### config.mk
export PLATFORM = sky130hd
export DESIGN_NAME = evt_status_regs
export DESIGN_NICKNAME = d
export VERILOG_FILES = /design/src/rtl/evt_status_regs.sv
export SDC_FILE = /design/constraint.sdc
export NUM_CORES = 1
export LEC_CHECK = 0
export ABC_AREA = 1
export BUFFER_PORTS_ARGS = -buffer_cell sky130_fd_sc_hd__buf_2
export CAP_MARGIN = 20
export CORE_MARGIN = 10
export CORE_UTILIZATION = 46
export CTS_BUF_LIST = sky130_fd_sc_hd__clkbuf_8 sky130_fd_sc_hd__clkbuf_16
export DETAILED_ROUTE_END_ITERATION = 16
export PLACE_DENSITY = 0.67
export SETUP_SLACK_MARGIN = 0.4
export SLEW_MARGIN = 25
export SYNTH_ARGS = -nofsm -noshare
export SYNTH_HDL_FRONTEND = slang
export SYNTH_SLANG_ARGS = --single-unit
### constraint.sdc
create_clock -name clk -period 4 [get_ports clk]
set_input_delay 0.8 -clock clk [delete_from_list [all_inputs] [get_ports clk]]
set_output_delay 0.8 -clock clk [all_outputs]
set_load 0.02 [all_outputs]
### src/rtl/evt_status_regs.sv
module evt_status_regs #(
  parameter int W  = 8,
  parameter int AW = 3
) (
  input  logic          clk,
  input  logic          rst_n,
  input  logic [AW-1:0] bus_addr,
  input  logic          bus_wr,
  input  logic [W-1:0]  bus_wdata,
  output logic [W-1:0]  bus_rdata,
  input  logic [W-1:0]  evt_st1,
  input  logic [W-1:0]  evt_st2,
  input  logic [W-1:0]  evt_info,
  input  logic [W-1:0]  live_stat,
  output logic          irq1_n,
  output logic          irq2_n
);
  localparam int NLAT = 3;
  localparam logic [AW-1:0] A_LIVE = AW'(3);
  localparam logic [AW-1:0] A_EN1  = AW'(4);
  localparam logic [AW-1:0] A_EN2  = AW'(5);

  logic [W-1:0] evt_v [NLAT];
  logic [W-1:0] lat   [NLAT];
  logic [W-1:0] hld   [NLAT];
  logic [W-1:0] en1, en2;

  assign evt_v[0] = evt_st1;
  assign evt_v[1] = evt_st2;
  assign evt_v[2] = evt_info;

  for (genvar k = 0; k < NLAT; k++) begin : g_lat
    logic sel_wr;
    assign sel_wr = bus_wr && (bus_addr == AW'(k));

    always_ff @(posedge clk) begin
      if (!rst_n) begin
        lat[k] <= '0;
        hld[k] <= '0;
      end else if (sel_wr) begin
        hld[k] <= (hld[k] & ~bus_wdata) | (lat[k] & bus_wdata);
        lat[k] <= (lat[k] & ~bus_wdata) | evt_v[k];
      end else begin
        lat[k] <= lat[k] | evt_v[k];
      end
    end

    assert_set_R2: assert property (@(posedge clk) disable iff (!rst_n)
      $past(rst_n) |-> ((lat[k] & $past(evt_v[k])) == $past(evt_v[k])));

    assert_clear_R3: assert property (@(posedge clk) disable iff (!rst_n)
      sel_wr |=> ((lat[k] & $past(bus_wdata) & ~$past(evt_v[k])) == '0));

    assert_hold_R4: assert property (@(posedge clk) disable iff (!rst_n)
      sel_wr |=> ((hld[k] & ~$past(bus_wdata)) == ($past(hld[k]) & ~$past(bus_wdata))));
  end

  always_ff @(posedge clk) begin
    if (!rst_n) begin
      en1 <= '0;
      en2 <= '0;
    end else if (bus_wr) begin
      if (bus_addr == A_EN1) en1 <= bus_wdata;
      if (bus_addr == A_EN2) en2 <= bus_wdata;
    end
  end

  assign irq1_n = ~|(lat[0] & en1);
  assign irq2_n = ~|(lat[1] & en2);

  always_comb begin
    case (bus_addr)
      AW'(0):  bus_rdata = hld[0];
      AW'(1):  bus_rdata = hld[1];
      AW'(2):  bus_rdata = hld[2];
      A_LIVE:  bus_rdata = live_stat;
      A_EN1:   bus_rdata = en1;
      A_EN2:   bus_rdata = en2;
      default: bus_rdata = '0;
    endcase
  end

  assert_irq1_R8: assert property (@(posedge clk) disable iff (!rst_n)
    ((|(evt_st1 & en1)) && !(bus_wr && bus_addr == A_EN1)) |=> !irq1_n);

  assert_irq2_R8: assert property (@(posedge clk) disable iff (!rst_n)
    ((|(evt_st2 & en2)) && !(bus_wr && bus_addr == A_EN2)) |=> !irq2_n);
endmodule

### Word level (Yosys, flattened, before mapping)

Memories as Yosys holds them, arrays and structs flattened.
Cells that the tools add are included.

* flip-flop bits (word level): 16
* memory bits (writable): 48
* input bits: 46
* word-level logic and storage cells: 78
* memories: 2

* equal/unequal tests: 5
* muxes and demuxes: 29
* bitwise gates (word level): 30
* reductions and logical operators: 10

Memories
* hld: depth 3, width 8, read ports 3, clocked after Yosys merged registers in 0, wr ports 3, line 25 `logic [W-1:0] hld [NLAT];`
* lat: depth 3, width 8, read ports 3, clocked after Yosys merged registers in 0, wr ports 3, line 24 `logic [W-1:0] lat [NLAT];`

Operator list (count)
* 8-bit bitwise AND: 11
* 8-bit 2-to-1 mux: 9
* 8-bit bitwise OR: 9
* 8-bit one-hot mux with 6 select lines: 1
* 1-bit 2-to-1 mux: 19
* 8-bit OR reduction: 2
* 1-bit bitwise OR: 9
* 8-bit inverter: 1
* 3-bit by 2-bit equality test with 1-bit output (second input constant): 2
* 3-bit equality test (second input constant): 2
* 2-bit AND reduction: 2
* 3-bit by 1-bit equality test with 1-bit output (second input constant): 1
* 1-bit logical AND: 3
* 3-bit logical NOT: 1
* 1-bit logical NOT: 2

### Logic depth before layout (Yosys ltp)

Gate-level depths: netlist (run 1).

* depth in word-level cells: 7
* depth in mapped cells: 7
* gate-level depth less buffers: 7

### Least setup slack after synthesis (run 1)

OpenSTA, ideal clock, no wires.

* path type: input to output
* start point: input bus_addr[2]
* end point: output bus_rdata[7]
* arrival time: 1.596 ns
* slack: 1.604 ns
* stages: 7
* buffers on the path: 0
* path through: inv_1 -> nand3_1 -> inv_1 -> nand2_1 -> o21ai_0 -> nor2_1 -> nand2_1

* word-level cells in the longest chain between the ends: 2

Ends and longest elaborated chain
* start, declared: line 7 `input logic [AW-1:0] bus_addr,`
* 3-bit equality test, or another cell as far along: line 72 `case (bus_addr)`
* 8-bit one-hot mux with 6 select lines (*): line 72
* end, declared: line 10 `output logic [W-1:0] bus_rdata,`

Every way passes the cells marked *; elsewhere a longest branch is shown, timed or not.

### Worst setup path after layout (run 1)

* start point: input bus_addr[2]
* end point: output bus_rdata[0]

The elaborated chain is that of the path after synthesis.

==> impl_summary.log, run 1 <==
INFO  metric outcome = completed
INFO  metric hold_path_class = reg -> reg
INFO  metric route.detailed.vias_per_inst = roughly 5
INFO  metric placedInstanceArea = 3860 um2
INFO  metric syn-instance-count = between 400 and 500
INFO  metric cts_resized = 0
INFO  metric vias = 3,108
INFO  metric synth-edff-count = 48
INFO  metric ys_seq_area_share = 51.5%
INFO  metric drive_above_1_share = 15.8%
INFO  metric post-cts-setup-buffers = 0
INFO  metric grt_usage = 16.9%
INFO  metric site_rows = 31
INFO  metric final_cells = 624
INFO  metric dp_hpwl = 7120 um
INFO  metric aggregate_routed_wire_length = 9460 um
INFO  metric timing.critical_path.cells = buf_2, inv_1, nand3_1, o21ai_0, nor2_1, nand2_1, buf_2
INFO  metric grt_pass1_vias = roughly 3,000
INFO  metric crit_fanout = 7
INFO  metric die_y = 106 um
INFO  metric power_leakage = around 1.8 nW
INFO  metric design_power_total = 1.52 mW
INFO  metric hold_violations = 0
INFO  metric worst_path_largest_cell_delay = 0.40 ns
INFO  metric path_clk_slew = 0.07 ns
INFO  metric worst-endpoint-arrival = 2.14 ns
INFO  metric final_antenna_diode_count = 0
INFO  metric max-vdd-ir-drop = 0.000183 V
INFO  metric gpl.final_weighted_congestion = between 0.9 and 1
INFO  metric setup_total_negative_slack = 0 ns
INFO  metric synth_area_per_inst = roughly 7.7 um2
INFO  metric grt.overflow.total = 0
INFO  metric criticalPathCategory = in -> out
INFO  metric wire_per_inst = roughly 15 um
INFO  metric async_reset_ff_share = 0%
INFO  metric fin_skew = 0.00732 ns
INFO  metric critical_path_required = 3.20 ns
INFO  metric remaining_antenna_violation_count = 0
INFO  metric max_slew.worst_pin.slew = 0.664 ns
INFO  metric ctsHtreeMaxLevel = 3
INFO  metric yosysWarnings = 0
INFO  metric drt_pre_antenna_iters = 4
INFO  metric area_of_combinational_cells_with_multiple_inputs = 1410 um2
INFO  metric final_net_count = 566
INFO  metric timing.final.setup_violations = 0
INFO  metric numCtsBuffers = 9
INFO  metric antenna_found_initial = 0
INFO  metric syn-cell-area = 3420 um2
INFO  metric holdBufCountCts = 0
INFO  metric port_buffers = 55
INFO  metric final.fill_count = 757
INFO  metric crit_path_frequent_cell = sky130_fd_sc_hd__buf_2
INFO  metric worstSkewPairLatency = about 0.35 ns
INFO  metric synth-seq-cells = between 60 and 70
INFO  metric seq_area = between 1500 and 2000 um2
INFO  metric clock_sinks = 64
INFO  metric ctsLongestPathBuffers = 2
INFO  metric cp-start-kind = input pin
INFO  metric finalCriticalPeriod = 2.94 ns
INFO  metric worstPathBufferInverterCount = 3
INFO  metric floorplan.core_area = between 7000 and 8000 um2
INFO  metric final_cycle_share = 73.5%
INFO  metric slowest_stage = sky130_fd_sc_hd__o21ai_0
INFO  metric final_design_instance_area_without_fill = 4060 um2
INFO  metric die_w = 106 um
INFO  metric dp.cells = between 600 and 700
INFO  metric flow.area_growth_from_synthesis = 18.6%
INFO  metric wire_length_of_the_first_global_routing_pass = 15,100 um
INFO  metric drt_iter0_drc = 149
INFO  metric critical_path.top_delay_family = simple AND/OR/NAND/NOR gates
INFO  metric kind_of_end_point_of_the_critical_path = output port
INFO  metric cts_tree = yes
INFO  metric slew_headroom = 55.5%
INFO  metric initial_core_util = a little under half
INFO  metric final_util = 56.0%
INFO  metric largest_net_degree_at_the_start_of_global_routing = 23
INFO  metric drc_errors = 0
INFO  metric ys.flop_type = sky130_fd_sc_hd__edfxtp_1
INFO  metric report.final.slew_viol_count = 0
INFO  metric clock-root-buffer = sky130_fd_sc_hd__clkbuf_8
INFO  metric post_synth_num_cell_types = 23
INFO  metric power_density = 374 nW/um2
INFO  metric achievable-frequency = 340 MHz
INFO  metric drv.max_cap_violation_count = 0
INFO  metric rsz0062_at_grt = false
INFO  metric die-area = 11,300 um2
INFO  metric design.portCount = 56
==> cells by family (layout without fill, tap and decap cells) <==
kind of cell | count (synthesis) | count (layout) | share of synthesized area (%)
AO/OA/AOI/OAI | 93 | 93 | 13.9
AND/OR/NAND/NOR | 199 | 199 | 24.7
buffers and inverters | 87 | 145 | 9.83
flip-flops | 64 | 64 | 51.5
other | 1 | 24 | 0.110
==> synthesized netlist by cell type (3+ instances only) <==
master | n | share of area (%)
sky130_fd_sc_hd__a21oi_1 | 60 | 8.8
sky130_fd_sc_hd__clkbuf_1 | 11 | 1.2
sky130_fd_sc_hd__dfxtp_1 | 16 | 9.4
sky130_fd_sc_hd__edfxtp_1 | 48 | 42
sky130_fd_sc_hd__inv_1 | 68 | 7.5
sky130_fd_sc_hd__nand2_1 | 114 | 12
sky130_fd_sc_hd__nand2_2 | 5 | 0.91
sky130_fd_sc_hd__nand3_1 | 25 | 3.7
sky130_fd_sc_hd__nand4_1 | 6 | 1.1
sky130_fd_sc_hd__nor2_1 | 43 | 4.7
sky130_fd_sc_hd__nor2_4 | 3 | 0.99
sky130_fd_sc_hd__o21ai_0 | 27 | 3.9
sky130_fd_sc_hd__o22ai_1 | 5 | 0.91
==> stage by stage <==
stage,setup WS (ns),hold slack [ns]
after floorplan,1.60,0.439
after global placement,1.09,0.466
after detailed placement,1.11,0.470
after CTS,1.11,0.481
after global routing,0.928,0.503
final,1.06,0.477
==> cell usage in the layout, fill, tap and decap left out <==
cell type / netlist / layout
sky130_fd_sc_hd__clkinv_1: 2 / 2
sky130_fd_sc_hd__o21ai_0: 27 / 27
sky130_fd_sc_hd__nor2_4: 3 / 3
sky130_fd_sc_hd__buf_2: 2 / 55
sky130_fd_sc_hd__bufinv_16: 0 / 1
sky130_fd_sc_hd__edfxtp_1: 48 / 48
sky130_fd_sc_hd__nand4_2: 1 / 1
sky130_fd_sc_hd__a211oi_1: 1 / 1
sky130_fd_sc_hd__clkinv_2: 0 / 2
sky130_fd_sc_hd__o22ai_1: 5 / 5
sky130_fd_sc_hd__nand3_2: 1 / 1
sky130_fd_sc_hd__a21oi_1: 60 / 60
sky130_fd_sc_hd__nand3b_1: 1 / 1
sky130_fd_sc_hd__buf_4: 2 / 3
sky130_fd_sc_hd__nor2_1: 43 / 43
sky130_fd_sc_hd__nand2_2: 5 / 5
sky130_fd_sc_hd__nand4_1: 6 / 6
sky130_fd_sc_hd__dfxtp_1: 16 / 16
sky130_fd_sc_hd__conb_1: 1 / 24
sky130_fd_sc_hd__nand2_1: 114 / 114
sky130_fd_sc_hd__clkbuf_8: 0 / 11
sky130_fd_sc_hd__nand3_1: 25 / 25
sky130_fd_sc_hd__inv_1: 68 / 70
sky130_fd_sc_hd__inv_2: 1 / 1
==> power breakdown <==
group | internal (mW) | switching (mW)
Clock | 0.315 | 0.254
Sequential | 0.751 | 0.0229
Combinational | 0.0584 | 0.116
Total | 1.12 | 0.392
==> metal layers <==
| metal | wire length, um | global-route usage [%] | vias up |
|---|---|---|---|
| met4 | 206 | 7.35 | 0 |
| met5 | 0 | 0 | - |
| met3 | 690 | 3.86 | 18 |
| li1 | - | - | 1570 |
| met1 | 4080 | 20.8 | 1416 |
| met2 | 4480 | 27.7 | 104 |
==> worst min-delay path, cell delays in order (launching register included) <==
cell                      delay, ns
sky130_fd_sc_hd__dfxtp_1       0.31
sky130_fd_sc_hd__inv_1         0.07
sky130_fd_sc_hd__a21oi_1       0.06
==> registers in the layout (all words and copies together), names as in the netlist <==
register and cells:
en2 8, lat 24, hld 24, en1 8
==> path summary, 6_finish.rpt <==
kind	cells past startpoint	endpoint	slack [ns]	start
max	7	bus_rdata[0]	1.06	bus_addr[2]
min	2	en1[0]	0.48	en1[0]
max reg2reg	6	lat[2][5]	3.01	lat[2][5]
min reg2reg	2	en1[0]	0.48	en1[0]
==> area by class of cell <==
class,instances,share of cell area [%]
clock buffer,11,3.73
clock inverter,5,1.17
inverter,71,6.56
multi-input combinational,316,34.8
sequential,64,43.4
tap,99,3.05
timing repair buffer,58,7.33
Note: power is estimated with default switching activity, not from simulation.
==> inputs of run 2 (changes only) <==
- clock period: 4 -> 2.8 ns (I/O delays scaled with it)
==> run 2 against run 1 <==
Worst setup slack lost 0.63 ns. Via count is 1.5% higher. Critical path type unchanged. Non-clock buffer count grew 2. Clock-buffer cell count decreased by 2. Sequential power grew 43%.
==> impl_summary.log, run 2 (synthesized netlist as in run 1, its figures left out) <==
INFO  metric outcome = completed
INFO  metric placedInstanceArea = 3860 um2
INFO  metric max_slew.worst_pin.slew = 0.706 ns
INFO  metric critical_path_required = 2.24 ns
INFO  metric drt_iter0_drc = 230
INFO  metric p_int = 1.65 mW
INFO  metric clock-root-buffer = sky130_fd_sc_hd__clkbuf_8
INFO  metric crit_path_frequent_cell = sky130_fd_sc_hd__nand2_1
INFO  metric dr.max_layer_used = met4
INFO  metric setup_total_negative_slack = 0 ns
INFO  metric drv.max_cap_violation_count = 0
INFO  metric hold_path_end = en1[3]
INFO  metric worstPathBufferInverterCount = 4
INFO  metric worst_path_largest_cell_delay = 0.22 ns
INFO  metric kind_of_end_point_of_the_critical_path = output port
INFO  metric final_antenna_diode_count = 0
INFO  metric wl_met1 = 4340 um
INFO  metric gpl.final_weighted_congestion = 0.926
INFO  metric hold_violations = 0
INFO  metric worstSkewPairLatency = roughly 0.34 ns
INFO  metric drive_above_1_share = 17.2%
INFO  metric grt.overflow.total = 0
INFO  metric holdBufCountCts = 0
INFO  metric finalCriticalPeriod = roughly 2.4 ns
INFO  metric die_y = between 100 and 150 um
INFO  metric worst-r2r-setup-slack = 1.81 ns
INFO  metric slew_headroom = 52.6%
INFO  metric most-common-layout-cells = sky130_fd_sc_hd__nand2_1, sky130_fd_sc_hd__inv_1, sky130_fd_sc_hd__a21oi_1, sky130_fd_sc_hd__buf_2, sky130_fd_sc_hd__edfxtp_1
INFO  metric final_cycle_share = 84.8%
INFO  metric hold_path_startpoint = en1[3]
INFO  metric timing.critical_path.cells = clkbuf_4, clkinvlp_4, nand3_4, clkinvlp_2, nand2_1, o21ai_0, nor2_1, nand2_1, buf_2
INFO  metric antenna_found_initial = 0
INFO  metric die-area = roughly 11,000 um2
INFO  metric rsz0062_at_grt = true
INFO  metric worstReg2RegStart = lat[2][5]
INFO  metric fin_skew = approximately 0.0078 ns
INFO  metric max-vdd-ir-drop = 0.000322 V
INFO  metric criticalPathCategory = in -> out
INFO  metric die_w = 106 um
INFO  metric cp-start-kind = input pin
INFO  metric vias = 3,155
INFO  metric wire_per_inst = about 16 um
INFO  metric cts_tree = yes
INFO  metric power_density = 537 nW/um2
INFO  metric power_switching = 0.565 mW
INFO  metric aggregate_routed_wire_length = around 10000 um
INFO  metric grt_usage = approximately 17%
INFO  metric clock_sinks = 64
INFO  metric flow.area_growth_from_synthesis = 20.4%
INFO  metric power_leakage = between 1.5 and 2 nW
INFO  metric site_rows = 31
INFO  metric worst_hold_path.num_cells = 2
INFO  metric power.sequential.fraction = about half
INFO  metric initial_core_util = 47.2%
INFO  metric dp_hpwl = 7300 um
INFO  metric r2r.worst_path.cells = 6
INFO  metric achievable-frequency = 421 MHz
INFO  metric mostFrequentLayoutCell = sky130_fd_sc_hd__nand2_1
INFO  metric largest_net_degree_at_the_start_of_global_routing = 21
INFO  metric floorplan.core_area = 7250 um2
INFO  metric timing.final.setup_violations = 0
INFO  metric drc_errors = 0
INFO  metric design.portCount = 56
INFO  metric final_util = 56.8%
INFO  metric crit_fanout = 6
INFO  metric ctsHtreeMaxLevel = 3
INFO  metric met2_wirelength = 4660 um
INFO  metric critical_path.top_delay_family = buffers and inverters
INFO  metric worst-endpoint-arrival = around 1.8 ns
INFO  metric grt_pass1_vias = 3,139
INFO  metric port_buffers = 55
INFO  metric path_clk_slew = ~0.07 ns
INFO  metric wl_met3 = 713 um
INFO  metric route.detailed.vias_per_inst = about 5
INFO  metric ctsLongestPathBuffers = 2
INFO  metric p_clk_share = a little under two fifths
INFO  metric numCtsBuffers = 9
INFO  metric hold_path_class = reg -> reg
INFO  metric drt_pre_antenna_iters = 5
INFO  metric slowest_stage = sky130_fd_sc_hd__clkinvlp_2
INFO  metric report.final.slew_viol_count = 0
INFO  metric worstReg2RegEnd = lat[2][5]
INFO  metric final_design_instance_area_without_fill = 4120 um2
INFO  metric share_comb_of_total_power = around an eighth
INFO  metric wire_length_of_the_first_global_routing_pass = ~15,000 um
INFO  metric final_net_count = 569
INFO  metric switching_share = 25.6%
INFO  metric remaining_antenna_violation_count = 0
INFO  metric largest_registers = hld (24), lat (24)
## run 2: worst reg2reg max path, cell delays in order (launching register included)
cell and delay (ns):
sky130_fd_sc_hd__edfxtp_1 0.42, sky130_fd_sc_hd__inv_1 0.07, sky130_fd_sc_hd__nor2_1 0.04, sky130_fd_sc_hd__nand2_1 0.07, sky130_fd_sc_hd__nand3_1 0.07, sky130_fd_sc_hd__nand2_1 0.06
sky130_fd_sc_hd__inv_1 0.04
## run 2: routing by layer
layer / vias to the layer above / track usage [%]
met4: 0 / 6.67
met2: 103 / 28.4
met3: 13 / 3.32
met1: 1461 / 21.5
met5: - / 0
li1: 1578 / -
## run 2: final cells by class
class	instances	area [um2]
multi-input combinational	316	1440
tap	99	124
clock buffer	9	124
timing repair buffer	60	315
inverter	71	274
clock inverter	7	80.1
timing repair inverter	1	5.00
fill	728	3130
sequential	64	1760
## run 2: how the worst max path moves through the flow
| stage | start | end | cells after the start |
|---|---|---|---|
| after detailed placement | bus_addr[2] | bus_rdata[0] | 7 |
| after floorplan | bus_addr[2] | hld[1][0] | 3 |
| after global placement | bus_addr[2] | bus_rdata[0] | 7 |
| after global routing | bus_addr[2] | bus_rdata[5] | 9 |
| final | bus_addr[2] | bus_rdata[2] | 9 |
| after CTS | bus_addr[2] | bus_rdata[6] | 7 |
## run 2: power by group through the flow
stage | clock network, mW | logic, mW | registers [mW]
finish | 0.847 | 0.259 | 1.11
global route | 0.894 | 0.290 | 1.11
CTS | 0.852 | 0.252 | 1.11
detailed placement | 0 | 0.250 | 1.13
global placement | 0 | 0.245 | 1.13
floorplan | 0 | 0.161 | 1.11
## run 2: timing repair
action                     CTS  global route
resized for setup            1             9
buffers inserted             0             2
gates cloned                 0             1
setup endpoints to repair    1             6
## run 2: stage by stage
stage          setup slack (ns)  hold slack (ns)  cells  power, mW
3_3_place_gp              0.342            0.467    608       1.37
5_1_grt                   0.378            0.503    627       2.30
3_5_place_dp              0.311            0.476    608       1.38
4_1_cts                   0.394            0.485    624       2.21
6_report                  0.425            0.485    627       2.21
2_1_floorplan             0.873            0.439    467       1.28
==> inputs of run 3 (changes only) <==
- PLACE_DENSITY: 0.67 -> 0.7
- clock period: 2.8 -> 2 ns (I/O delays scaled with it)
==> run 3 against run 2 <==
Core utilization up 6.9 points. Sequential power up 40%. Final area is 12% higher. Routed wire length up 6.7%. Via count increased by 6.4%. Global-route usage is 1.2 points higher. Worst setup slack worse by 0.18 ns. Total power up 43%. Critical path type is now reg -> out. Critical endpoint is now irq1_n. Clock-buffer cell count up 2. Worst hold slack worse by 0.15 ns. Die area unchanged.
==> impl_summary.log, run 3 (synthesized netlist as in run 1, its figures left out) <==
INFO  metric site_rows = 31
INFO  metric clock_sinks = 64
INFO  metric path_clk_slew = roughly 0.070 ns
INFO  metric timing.final.setup_violations = 0
INFO  metric drt_iter0_drc = slightly above 300
INFO  metric worst_path_largest_cell_delay = 0.41 ns
INFO  metric power.sequential.fraction = just under 50%
INFO  metric area_of_combinational_cells_with_multiple_inputs = 1570 um2
INFO  metric achievable-frequency = ~570 MHz
INFO  metric p_int = about 2.3 mW
INFO  metric drv.max_cap_violation_count = 0
INFO  metric final_cells = 660
INFO  metric clock-root-buffer = sky130_fd_sc_hd__clkbuf_8
INFO  metric path_depth = 4
INFO  metric p_clk_share = 36.0%
INFO  metric setup_total_negative_slack = 0 ns
INFO  metric initial_core_util = 47.2%
INFO  metric slowest_stage = sky130_fd_sc_hd__edfxtp_1
INFO  metric cp-start-kind = register
INFO  metric floorplan.core_area = ~7300 um2
INFO  metric outcome = completed
INFO  metric largest_registers = hld (24), lat (24)
INFO  metric ctsLongestPathBuffers = 2
INFO  metric dp.cells = 613
INFO  metric crit_fanout = 2
INFO  metric die-area = 11,300 um2
INFO  metric worstReg2RegEnd = hld[1][0]
INFO  metric criticalPathCategory = reg -> out
INFO  metric final.fill_count = 637
INFO  metric flow.area_growth_from_synthesis = 34.9%
INFO  metric antenna_found_initial = 0
INFO  metric critical_path.top_delay_family = flip-flops
INFO  metric largest_net_degree_at_the_start_of_global_routing = 20
INFO  metric holdBufCountCts = 0
INFO  metric grt_pass1_vias = ~3,400
INFO  metric remaining_antenna_violation_count = 0
INFO  metric worst_hold_path.num_cells = 3
INFO  metric worst-r2r-setup-slack = between 0.8 and 0.9 ns
INFO  metric timing.critical_path.cells = nand2_2, nand4_1, a211oi_2, buf_4
INFO  metric die_y = roughly 110 um
INFO  metric drt_pre_antenna_iters = 6
INFO  metric wire_per_inst = 15.9 um
INFO  metric cts_tree = yes
INFO  metric cp-endpoint = irq1_n
INFO  metric final_util = 63.7%
INFO  metric wire_length_of_the_first_global_routing_pass = 16,200 um
INFO  metric max-vdd-ir-drop = around 0.00064 V
INFO  metric final_net_count = 602
INFO  metric ctsHtreeMaxLevel = 3
INFO  metric route.detailed.vias_per_inst = between 5 and 6
INFO  metric power_leakage = 2.05 nW
INFO  metric power_density = 687 nW/um2
INFO  metric mostFrequentLayoutCell = sky130_fd_sc_hd__nand2_1
INFO  metric most-common-layout-cells = sky130_fd_sc_hd__nand2_1, sky130_fd_sc_hd__inv_1, sky130_fd_sc_hd__a21oi_1, sky130_fd_sc_hd__edfxtp_1, sky130_fd_sc_hd__buf_2
INFO  metric worstReg2RegStart = lat[1][0]
INFO  metric worstPathBufferInverterCount = 1
INFO  metric hold_path_class = in -> reg
INFO  metric rsz0062_at_grt = true
INFO  metric fin_skew = 0.00935 ns
INFO  metric die_w = 106 um
INFO  metric r2r.worst_path.cells = 4
INFO  metric port_buffers = between 50 and 60
INFO  metric power_switching = 0.840 mW
INFO  metric final_antenna_diode_count = 0
INFO  metric numCtsBuffers = 9
INFO  metric grt.overflow.total = 0
INFO  metric vias = around 3,400
INFO  metric aggregate_routed_wire_length = roughly 11,000 um
INFO  metric worst_setup_path_startpoint = lat[0][4]
INFO  metric drive_above_1_share = 27.3%
INFO  metric seq_area = 1760 um2
INFO  metric finalCriticalPeriod = approximately 1.8 ns
INFO  metric worst-endpoint-arrival = 1.36 ns
INFO  metric drc_errors = 0
INFO  metric grt_usage = 18.3%
INFO  metric report.final.slew_viol_count = 0
INFO  metric design.portCount = 56
INFO  metric dp_hpwl = 7320 um
INFO  metric gpl.final_weighted_congestion = 0.901
INFO  metric switching_share = 26.5%
INFO  metric kind_of_end_point_of_the_critical_path = output port
INFO  metric critical_path_required = 1.60 ns
INFO  metric worstSkewPairLatency = between 0.3 and 0.4 ns
INFO  metric hold_violations = 0
INFO  metric final_cycle_share = 88.0%
INFO  metric share_comb_of_total_power = 15.2%
## run 3: cell types whose count changed in the layout (fill, tap and decap cells not counted), sizes merged
cell,before,now
clkinvlp,3,0
clkbuf,10,11
bufinv,2,1
clkinv,3,4
inv,71,72
buf,59,93
## run 3: power groups by stage
stage          Sequential [mW]  Combinational, mW  Clock, mW
2_1_floorplan             1.56              0.225          0
3_3_place_gp              1.57              0.346          0
3_5_place_dp              1.58              0.352          0
4_1_cts                   1.55              0.442       1.16
5_1_grt                   1.55              0.530       1.22
6_report                  1.55              0.483       1.14
## run 3: through the flow
stage                     cell area, um2  hold WS [ns]  power [mW]  setup slack (ns)
after floorplan                     3510         0.439        1.79             0.396
after global placement              3900         0.467        1.92            0.0881
after detailed placement            3900         0.468        1.93            0.0548
after CTS                           4470         0.321        3.14             0.227
after global routing                4620         0.345        3.30             0.183
final                               4620         0.335        3.17             0.240
## run 3: layout make-up
class                           instances  share of cell area, %
Tap cell                               99                   2.68
Clock inverter                          5                   1.03
Sequential cell                        64                   38.2
Inverter                               71                   6.20
Timing Repair inverter                  1                  0.135
Clock buffer                           11                   3.28
Multi-Input combinational cell        316                   33.9
Timing Repair Buffer                   93                   14.5
## run 3: tightest hold or removal path, stage by stage
cell and delay (ns):
sky130_fd_sc_hd__buf_2 0.07, sky130_fd_sc_hd__a21oi_1 0.03, sky130_fd_sc_hd__nor2_1 0.07
## run 3: worst min-delay path by stage
stage           endpoint  slack [ns]        from
6_report       lat[0][5]        0.33  evt_st1[5]
5_1_grt        lat[0][2]        0.34  evt_st1[2]
4_1_cts        lat[0][5]        0.32  evt_st1[5]
3_5_place_dp      en1[3]        0.47      en1[3]
3_3_place_gp      en1[1]        0.47      en1[1]
2_1_floorplan     en1[5]        0.44      en1[5]
## run 3: per-layer routing
layer  vias up  global-route usage [%]  wire, um
met1      1505                    21.0      4260
met4         0                    9.28       364
li1       1650                       -         -
met3        32                    4.71       795
met2       171                    31.0      5090
met5         -                       0         0
## run 3: timing repair
item | in CTS | in global routing
buffers inserted | 19 | 11
resized for setup | 73 | 20
pin swaps | 24 | 14
setup endpoints to repair | 10 | 10
cloned | 1 | 0
